[src/rtl/tick_timer_bank.sv]
module tick_timer_bank #(
  parameter int NCH = 4,
  parameter int CW  = 16,
  parameter int PW  = 12,
  parameter int AW  = 6
) (
  input  logic           clk,
  input  logic           rst_n,
  input  logic           bus_we,
  input  logic [AW-1:0]  bus_addr,
  input  logic [31:0]    bus_wdata,
  output logic [31:0]    bus_rdata,
  output logic [NCH-1:0] irq
);
  localparam int SW = AW - 2;

  logic [PW-1:0] presc, prld;
  logic          tick;
  logic [NCH-1:0][CW-1:0] cnt, rld;
  logic [NCH-1:0] en, rl, ie;

  wire [SW-1:0] slot = bus_addr[AW-1:2];
  wire [1:0]    word = bus_addr[1:0];
  wire wr_pv = bus_we && slot == '0 && word == 2'd0;
  wire wr_pr = bus_we && slot == '0 && word == 2'd1;

  assign tick = (presc == '0);

  always_ff @(posedge clk) begin
    if (!rst_n) begin
      presc <= '0;
      prld  <= '0;
    end else begin
      if (wr_pr) prld <= bus_wdata[PW-1:0];
      if (wr_pv)      presc <= bus_wdata[PW-1:0];
      else if (tick)  presc <= prld;
      else            presc <= presc - 1'b1;
    end
  end

  for (genvar g = 0; g < NCH; g++) begin : g_ch
    localparam logic [SW-1:0] MYSLOT = SW'(g + 1);
    logic [CW-1:0] c, r;
    logic e, l, i, q;
    wire sel     = bus_we && slot == MYSLOT;
    wire wr_cnt  = sel && word == 2'd0;
    wire wr_rld  = sel && word == 2'd1;
    wire wr_ctrl = sel && word == 2'd2;

    always_ff @(posedge clk) begin
      if (!rst_n) begin
        c <= '0; r <= '0; e <= 1'b0; l <= 1'b0; i <= 1'b0; q <= 1'b0;
      end else begin
        q <= 1'b0;
        if (wr_rld) r <= bus_wdata[CW-1:0];
        if (wr_ctrl) begin
          e <= bus_wdata[0];
          l <= bus_wdata[1];
          i <= bus_wdata[3];
        end
        if (wr_cnt)
          c <= bus_wdata[CW-1:0];
        else if (wr_ctrl && bus_wdata[2])
          c <= r;
        else if (tick && e && !wr_ctrl) begin
          if (c == '0) begin
            q <= i;
            if (l) c <= r;
            else   e <= 1'b0;
          end else begin
            c <= c - 1'b1;
          end
        end
      end
    end

    assign cnt[g] = c;
    assign rld[g] = r;
    assign en[g]  = e;
    assign rl[g]  = l;
    assign ie[g]  = i;
    assign irq[g] = q;
  end

  always_comb begin
    bus_rdata = '0;
    if (slot == '0) begin
      case (word)
        2'd0:    bus_rdata = 32'(presc);
        2'd1:    bus_rdata = 32'(prld);
        2'd2:    bus_rdata = 32'(NCH - 1) & 32'h7;
        default: bus_rdata = '0;
      endcase
    end
    for (int k = 0; k < NCH; k++) begin
      if (slot == SW'(k + 1)) begin
        case (word)
          2'd0:    bus_rdata = 32'(cnt[k]);
          2'd1:    bus_rdata = 32'(rld[k]);
          2'd2:    bus_rdata = {28'd0, ie[k], 1'b0, rl[k], en[k]};
          default: bus_rdata = '0;
        endcase
      end
    end
  end
endmodule

[config.mk]
export PLATFORM = sky130hd
export DESIGN_NAME = tick_timer_bank
export DESIGN_NICKNAME = d
export VERILOG_FILES = /design/src/rtl/tick_timer_bank.sv
export SDC_FILE = /design/constraint.sdc
export NUM_CORES = 1
export LEC_CHECK = 0
export ABC_AREA = 0
export CELL_PAD_IN_SITES_DETAIL_PLACEMENT = 0
export CELL_PAD_IN_SITES_GLOBAL_PLACEMENT = 2
export CORE_MARGIN = 4
export CORE_UTILIZATION = 38
export CTS_CLUSTER_DIAMETER = 100
export DETAILED_ROUTE_END_ITERATION = 12
export MAX_ROUTING_LAYER = met4
export PLACE_DENSITY_LB_ADDON = 0.1
export SETUP_SLACK_MARGIN = 0.15
export SLEW_MARGIN = 20
export SYNTH_ARGS = -nofsm -noshare
export SYNTH_HDL_FRONTEND = slang
export SYNTH_SLANG_ARGS = --single-unit
export TNS_END_PERCENT = 5
[constraint.sdc]
create_clock -name clk -period 5 [get_ports clk]
set_clock_uncertainty 0.2 [all_clocks]
set_input_delay 0.75 -clock clk [delete_from_list [all_inputs] [get_ports clk]]
set_output_delay 0.75 -clock clk [all_outputs]
set_load 0.005 [all_outputs]
==> results of run 1 <==
## where the power goes
group	total [W]	internal (W)	switching (W)
clock	0.00144	0.000799	0.000640
sequential	0.00145	0.00138	0.0000611
combinational	0.000794	0.000312	0.000483
total	0.00368	0.00250	0.00118
## cells by family after synthesis
family | count (synthesis)
simple gates | 565
compound gates | 386
flops | 168
buf+inv | 148
mux | 84
xor+xnor | 44
fa+ha+maj | 10
other cells | 1
## cells in the final DEF, fill, tap and decap left out, drive strengths merged, types with 12 or more instances in the layout
| cell | n |
|---|---|
| mux2i | 71 |
| xnor2 | 21 |
| a21boi | 27 |
| nand3 | 26 |
| a31oi | 28 |
| dfxtp | 168 |
| nand2 | 295 |
| o22ai | 18 |
| conb | 16 |
| buf | 41 |
| clkdlybuf4s50 | 41 |
| a211oi | 19 |
| or4 | 12 |
| nor2 | 98 |
| inv | 20 |
| a21oi | 104 |
| nor4 | 17 |
| xor2 | 23 |
| nand2b | 15 |
| o211ai | 35 |
| nor3 | 30 |
| o21ai | 80 |
| clkbuf | 17 |
## through the flow
| step | total power [W] | setup slack (ns) |
|---|---|---|
| after detailed placement | 0.00226 | 0.487 |
| final | 0.00368 | 0.359 |
| after global routing | 0.00384 | 0.344 |
| after global placement | 0.00226 | 0.486 |
| after floorplan | 0.00204 | 1.58 |
| after CTS | 0.00370 | 0.475 |
## layer usage
layer	vias up	part of all wire [%]	global-route usage (%)
li1	4958	-	-
met1	4938	48	37.4
met2	320	45	40.6
met3	40	5.3	3.94
met4	0	2.1	6.74
met5	-	0	-
## worst max-delay path: cells and delay by family
kind | cells | cell delay (ns)
buffers and inverters | 2 | 1.31
AOI/OAI and AO/OA | 3 | 0.72
and+or+nand+nor | 1 | 0.91
## sequential cells by signal, summed over array words and instances (netlist names)
signal	cells
g_ch.e	4
g_ch.q	4
prld	12
g_ch.l	4
g_ch.r	64
g_ch.c	64
g_ch.i	4
presc	12
## path summary, 6_finish.rpt
path,from,end
worst max-delay path,bus_addr[4],bus_rdata[4]
worst min-delay path,g_ch[1].r[6],g_ch[1].r[6]
worst max register to register,presc[3],g_ch[1].c[11]
worst min register to register,g_ch[1].r[6],g_ch[1].r[6]
## final cells by class
type | count | area [µm²] | area share, %
Clock buffer | 17 | 425 | 3.60
Clock inverter | 15 | 186 | 1.58
Inverter | 12 | 45.0 | 0.381
Multi-Input combinational cell | 1105 | 6590 | 55.8
Sequential cell | 168 | 3360 | 28.5
Tap cell | 372 | 465 | 3.94
Timing Repair Buffer | 82 | 728 | 6.17
==> results.toml, run 1 <==
[outcome]
status = "complete, no violations"

[logic_synthesis]
synth_simple_gate_area_share_pct = 24.4
synth_fa_ha_area_share_pct = 1.19
synth.most_common_cell = "nand2_1"
netlist_area_um2 = 10500
ys_ff_latch = 168
synth_compound_area_share_pct = 23.6
synth_area_leaders = "dfxtp_1, nand2_1, mux2i_1, a21oi_1, o21ai_0"
synth_edf_count = 0
muxShareOfSynthArea_pct = 8.77
synth_top_cell_area_share_pct = 31.9
ys_top_cells_by_count = "nand2_1, dfxtp_1, a21oi_1, nor2_1, clkbuf_1"
synth_xor_area_share_pct = 3.66
yosys.area.top_type = "dfxtp_1"
synth-seq-area-share_pct = 31.9
yosysUniqueCellTypes = 80
synthArstFlopShare_pct = 0
yosys_warnings = 0
synthCells = 1406
yosys_most_used_dff = "dfxtp_1"
syn_area_per_cell_um2 = 7.49
synth_top_family_by_area = "simple AND/OR/NAND/NOR gates"

[clock_network]
cts_tree = "built"
cts_max_level = 4
numCtsBuffers = 17
clock_sink_count = 168
postCtsHoldBufs = 0
path_clk_slew_ns = 0.07
cts_resized = 0
cts_setup_buffers = 0
clock_path_buffers = 2
cts_root_buf = "clkbuf_16"
insertion_delay_ns = 0.46

[layout]
layout-drive-gt1-share_pct = 7.93
syn2layout_area_growth_pct = 12.1
postLayoutCoreUtil_pct = 43.6
nets = 1437
fillCellCount = 2794
n_antenna_cell = 0
fin_cells = 1771
stdcell_area_um2 = 11800

[floorplanning]
die_x_um = 175
fp-row-count = 60
start_util_pct = 38.9
ioPinCount = 77
dieArea_um2 = 30500
fp.dieH_um = 175
core_um2 = 27100

[power_and_ir_drop]
power_leakage_nw = 4.29
max-vdd-ir-drop_mv = 0.245
power_density_nw_per_um2 = 312

[placed_design]
io_buffers = 44
place_congestion = 0.938
dp.cells = 1739
dp_hpwl_um = 27300
place_area_um2 = 11200

[global_routing]
antenna_found_initial = 0
grt_pass1_vias = 9445
grt_max_degree = 58
grt_first_pass_wirelength_um = 61000
track_usage_pct = 26.7
globalRouteOverflowTotal = 0

[timing]
finalCriticalPeriod_ns = 4.64
slew_viol_final = 0
fmax_ghz = 0.215
period_share_pct = 92.8
rsz0062_at_grt = "false"
hold_ws_ns = 0.272
finalSetupViolCount = 0
finalHoldViolCount = 0
setup-tns-final_ns = 0
slew_headroom_pct = 20.9
worst_pin_slew_ns = 1.18

[setup_path]
crit_path_max_incr_delay_ns = 0.91
reg2reg_slack_ns = 1.66
crit_arrival_ns = 3.69
crit_type = "primary input to output pin"
r2r_cells = 7
start_kind = "primary input"
required_ns = 4.05
cp_max_fo = 22
cp_cell_sequence = "clkdlybuf4s50_1, or4b_2, o22ai_1, a21oi_1, a21oi_1, clkdlybuf4s50_1"
slowest_stage = "or4b_2"
endpoint_kind = "output pin"

[drt]
first_iter_violations = 836
via_count = 10300
firstDrtPassIters = 7
postRouteWirelength_um = 40200
drc = 0
avgRoutedWirePerCell_um = 22.7
vias_per_cell = 5.79
final_antenna_net_count = 0

[hold_path]
hold_class = "flop to flop"
whs_path_depth = 2

[run]
cap_viol_max_count = 0
Power figures use the tool's default switching activity.
==> run 2: changes to the inputs <==
--- a/config.mk
+++ b/config.mk
@@ -6,10 +6,10 @@
 export NUM_CORES = 1
 export LEC_CHECK = 0
 export ABC_AREA = 0
-export CELL_PAD_IN_SITES_DETAIL_PLACEMENT = 0
-export CELL_PAD_IN_SITES_GLOBAL_PLACEMENT = 2
+export CELL_PAD_IN_SITES_DETAIL_PLACEMENT = 1
+export CELL_PAD_IN_SITES_GLOBAL_PLACEMENT = 1
 export CORE_MARGIN = 4
-export CORE_UTILIZATION = 38
+export CORE_UTILIZATION = 48
 export CTS_CLUSTER_DIAMETER = 100
 export DETAILED_ROUTE_END_ITERATION = 12
 export MAX_ROUTING_LAYER = met4
==> run 2 against run 1 <==
Effect of this change: total power decreased by 0.93%; first-iteration DRC count increased by 31%; non-clock buffer count decreased by 6; routed wire length decreased by 0.25%; sequential share of layout area increased by 0.43 points; highest routed layer unchanged.
==> results.toml, run 2 (synthesized netlist as in run 1, its figures left out) <==
[hold_path]
whs_path_depth = 2
worstHoldStart = "g_ch[2].r[2]"
worstHoldEndpoint = "g_ch[2].r[2]"
hold_class = "flop to flop"

[outcome]
status = "complete, no violations"

[placed_design]
dp_hpwl_um = 27000
place_congestion = 0.954
io_buffers = 44

[setup_path]
crit_arrival_ns = 3.54
reg2reg_slack_ns = 1.71
cp_max_fo = 8
crit_type = "primary input to output pin"
worstReg2RegEnd = "g_ch[0].c[7]"
start_kind = "primary input"
rr_startpoint = "presc[3]"
endpoint_kind = "output pin"
r2r_cells = 7
required_ns = 4.05

[clock_network]
cts_setup_buffers = 0
postCtsHoldBufs = 0
numCtsBuffers = 17
clock_sink_count = 168
clock_path_buffers = 2
cts_tree = "built"
cts_max_level = 4
cts_root_buf = "clkbuf_16"
insertion_delay_ns = 0.44
cts_resized = 0
path_clk_slew_ns = 0.07

[global_routing]
globalRouteOverflowTotal = 0
grt_first_pass_wirelength_um = 62700
grt_pass1_vias = 10800
antenna_found_initial = 1
track_usage_pct = 33.7
grt_max_degree = 55

[drt]
final_antenna_net_count = 0
avgRoutedWirePerCell_um = 24.0
first_iter_violations = 1092
via_count = 10800
drc = 0
firstDrtPassIters = 5
postRouteWirelength_um = 40100
vias_per_cell = 6.47

[layout]
syn2layout_area_growth_pct = 10.4
reg.largest.list = "g_ch.c: 64 flops, g_ch.r: 64 flops"
layout-drive-gt1-share_pct = 7.11
final_cell_mix = "nand2_1, dfxtp_1, a21oi_1"
layout_commonest_cell = "nand2_1"
fillCellCount = 2673
nets = 1431

[timing]
hold_ws_ns = 0.275
period_share_pct = 89.9
rsz0062_at_grt = "false"
slew_viol_final = 0
finalHoldViolCount = 0
fmax_ghz = 0.223
slew_headroom_pct = 27.6
worst_pin_slew_ns = 1.08
setup-tns-final_ns = 0
finalCriticalPeriod_ns = 4.49
finalSetupViolCount = 0

[power_and_ir_drop]
p_int_w = 0.00249
power.switching_w = 0.00115
power_density_nw_per_um2 = 313
p_comb_share_pct = 22.0
seqPwrFrac_pct = 39.7
max-vdd-ir-drop_mv = 0.195
power_leakage_nw = 4.24
power.share.switching_pct = 31.6
pwr-share-clk_pct = 38.3

[run]
cap_viol_max_count = 0

[floorplanning]
core_um2 = 21300
ioPinCount = 77
fp-row-count = 53
dieArea_um2 = 24400
start_util_pct = 49.5
die_x_um = 156
fp.dieH_um = 156
[run 2: changes by cell type in the layout (fill, tap and decap cells not counted), sizes merged]
cell           previous run  this run
diode                     0         1
clkdlybuf4s50            41        42
inv                      20        13
buf                      41        34
clkbuf                   17        21
clkinvlp                  0         4
clkinv                    4         2
[run 2: metal layers]
| layer | share of wire (%) | GRT usage, % | vias to the layer above | routed length [µm] |
|---|---|---|---|---|
| li1 | - | - | 4935 | - |
| met3 | 7.0 | 5.33 | 80 | 2810 |
| met5 | 0 | - | - | 0 |
| met1 | 43 | 44.6 | 5386 | 17400 |
| met2 | 47 | 53.0 | 386 | 18700 |
| met4 | 3.0 | 10.5 | 0 | 1200 |
[run 2: power groups by stage]
stage | Clock [W] | Sequential, W | Combinational [W]
2_1_floorplan | 0 | 0.00146 | 0.000589
3_3_place_gp | 0 | 0.00147 | 0.000756
6_report | 0.00140 | 0.00145 | 0.000801
4_1_cts | 0.00140 | 0.00145 | 0.000791
5_1_grt | 0.00145 | 0.00145 | 0.000873
3_5_place_dp | 0 | 0.00147 | 0.000780
[run 2: final cells by class]
cell class	count	area [µm²]	share of cell area (%)
Antenna cell	1	2.50	0.0215
Multi-Input combinational cell	1105	6590	56.7
Inverter	12	45.0	0.387
Clock buffer	21	450	3.87
Sequential cell	168	3360	28.9
Clock inverter	10	146	1.26
Tap cell	275	344	2.96
Timing Repair Buffer	76	688	5.92
[run 2: worst max path at each step]
stage | cells after the start | start | endpoint | slack [ns]
final | 7 | bus_addr[5] | bus_rdata[14] | 0.51
after global routing | 7 | bus_addr[5] | bus_rdata[14] | 0.43
after CTS | 7 | bus_addr[5] | bus_rdata[14] | 0.55
after detailed placement | 7 | bus_addr[5] | bus_rdata[14] | 0.57
after global placement | 6 | bus_addr[4] | bus_rdata[4] | 0.56
after floorplan | 7 | bus_addr[0] | bus_rdata[12] | 1.58
[run 2: critical path, cell delays in order]
cell             delay, ns
clkdlybuf4s50_1       0.59
or4b_2                0.84
nor3_1                0.24
a21oi_1               0.12
o22a_1                0.22
o22ai_1               0.22
clkdlybuf4s50_1       0.56
[run 2: metrics by stage]
stage / power (W) / instance area, µm² / std cells / setup WS [ns] / util [%]
CTS: 0.00364 / 11600 / 1667 / 0.553 / 54.6
floorplan: 0.00204 / 10600 / 1421 / 1.58 / -
global route: 0.00378 / 11600 / 1668 / 0.431 / 54.6
finish: 0.00364 / 11600 / 1668 / 0.507 / 54.6
global placement: 0.00223 / 11000 / 1636 / 0.563 / 51.8
detailed placement: 0.00225 / 11000 / 1636 / 0.573 / 51.8
==> run 3: changes to the inputs <==
--- a/config.mk
+++ b/config.mk
@@ -12,8 +12,8 @@
 export CORE_UTILIZATION = 48
 export CTS_CLUSTER_DIAMETER = 100
 export DETAILED_ROUTE_END_ITERATION = 12
-export MAX_ROUTING_LAYER = met4
 export PLACE_DENSITY_LB_ADDON = 0.1
+export REMOVE_ABC_BUFFERS = 1
 export SETUP_SLACK_MARGIN = 0.15
 export SLEW_MARGIN = 20
 export SYNTH_ARGS = -nofsm -noshare
==> run 3 against run 2 <==
Effect of this change: flip-flop and latch count stayed put; die area unchanged; sequential power about the same; critical path depth shrank 1; largest cell class unchanged.
==> results.toml, run 3 (synthesized netlist as in run 1, its figures left out) <==
[layout]
n_antenna_cell = 0
fillCellCount = 2663
fin_cells = 1668
nets = 1431
layout_commonest_cell = "nand2_1"
final_cell_mix = "nand2_1, dfxtp_1, a21oi_1"
syn2layout_area_growth_pct = 10.4
stdcell_area_um2 = 11600
reg.largest.list = "g_ch.c: 64 flops, g_ch.r: 64 flops"
layout-drive-gt1-share_pct = 7.18

[floorplanning]
fp.dieH_um = 156
core_um2 = 21300
ioPinCount = 77
dieArea_um2 = 24400
start_util_pct = 49.5
die_x_um = 156
fp-row-count = 53

[global_routing]
globalRouteOverflowTotal = 0
antenna_found_initial = 0
grt_max_degree = 59
grt_pass1_vias = 10600
track_usage_pct = 32.7
grt_first_pass_wirelength_um = 61800

[drt]
firstDrtPassIters = 5
via_count = 10700
avgRoutedWirePerCell_um = 24.0
postRouteWirelength_um = 40100
drc = 0
first_iter_violations = 900
vias_per_cell = 6.44
final_antenna_net_count = 0

[clock_network]
cts_resized = 0
numCtsBuffers = 17
insertion_delay_ns = 0.44
cts_root_buf = "clkbuf_16"
cts_tree = "built"
postCtsHoldBufs = 0
cts_max_level = 4
cts_setup_buffers = 0
clock_path_buffers = 2
clock_sink_count = 168
path_clk_slew_ns = 0.06

[run]
cap_viol_max_count = 0

[timing]
finalCriticalPeriod_ns = 4.52
finalSetupViolCount = 0
finalHoldViolCount = 0
period_share_pct = 90.5
slew_headroom_pct = 27.8
worst_pin_slew_ns = 1.08
fmax_ghz = 0.221
setup-tns-final_ns = 0
rsz0062_at_grt = "false"
slew_viol_final = 0

[placed_design]
dp.cells = 1635
io_buffers = 44
dp_hpwl_um = 27100
place_congestion = 0.947
place_area_um2 = 11000

[setup_path]
cp_max_fo = 22
worstReg2RegEnd = "g_ch[3].c[2]"
crit_arrival_ns = 3.57
endpoint_kind = "output pin"
crit_type = "primary input to output pin"
reg2reg_slack_ns = 1.69
rr_startpoint = "presc[3]"
required_ns = 4.05
start_kind = "primary input"
r2r_cells = 6

[hold_path]
worstHoldStart = "g_ch[0].r[15]"
whs_path_depth = 2
worstHoldEndpoint = "g_ch[0].r[15]"
hold_class = "flop to flop"

[power_and_ir_drop]
power_leakage_nw = 4.25
max-vdd-ir-drop_mv = 0.211
power_density_nw_per_um2 = 316
fin_total_pwr_w = 0.00368

[outcome]
status = "complete, no violations"
run 3: layer usage:
metal,global-route usage (%),share of wire [%],up-vias
li1,-,-,4946
met1,42.9,43,5304
met2,52.3,46,380
met3,6.05,6.5,107
met4,14.9,4.8,0
met5,0,0,-
run 3: worst max-delay path by stage:
stage,startpoint,endpoint,slack [ns],cells past startpoint
5_1_grt,bus_addr[2],bus_rdata[14],0.32,7
2_1_floorplan,bus_addr[3],g_ch[3].c[3],0.87,6
3_5_place_dp,bus_addr[3],bus_rdata[7],0.54,6
3_3_place_gp,bus_addr[3],bus_rdata[7],0.53,6
6_report,bus_addr[3],bus_rdata[7],0.48,6
4_1_cts,bus_addr[3],bus_rdata[7],0.52,6
run 3: through the flow:
step / utilization (%) / worst slack [ns] / hold slack (ns)
2_1_floorplan: - / 0.867 / 0.225
3_3_place_gp: 51.7 / 0.529 / 0.254
3_5_place_dp: 51.7 / 0.535 / 0.261
4_1_cts: 54.5 / 0.518 / 0.269
5_1_grt: 54.6 / 0.322 / 0.283
6_report: 54.6 / 0.476 / 0.274
run 3: report_power, final:
group          internal (W)  leakage (nW)  switching (W)
registers           0.00138          1.36      0.0000617
logic              0.000314          2.60       0.000494
clock network      0.000816         0.291       0.000606
run 3: worst max-delay path, cell delays in order:
cell and delay (ns):
clkdlybuf4s50_1 0.58, or4b_2 1.02, nor2_1 0.19, a21oi_1 0.05, o21ai_0 0.39, clkdlybuf4s50_1 0.59
run 3: area by class of cell:
cell class | count | area, µm² | area share (%)
Multi-Input combinational cell | 1105 | 6590 | 56.6
Sequential cell | 168 | 3360 | 28.9
Timing Repair Buffer | 76 | 687 | 5.91
Clock buffer | 22 | 464 | 3.99
Tap cell | 275 | 344 | 2.96
Clock inverter | 10 | 141 | 1.22
Inverter | 12 | 45.0 | 0.387
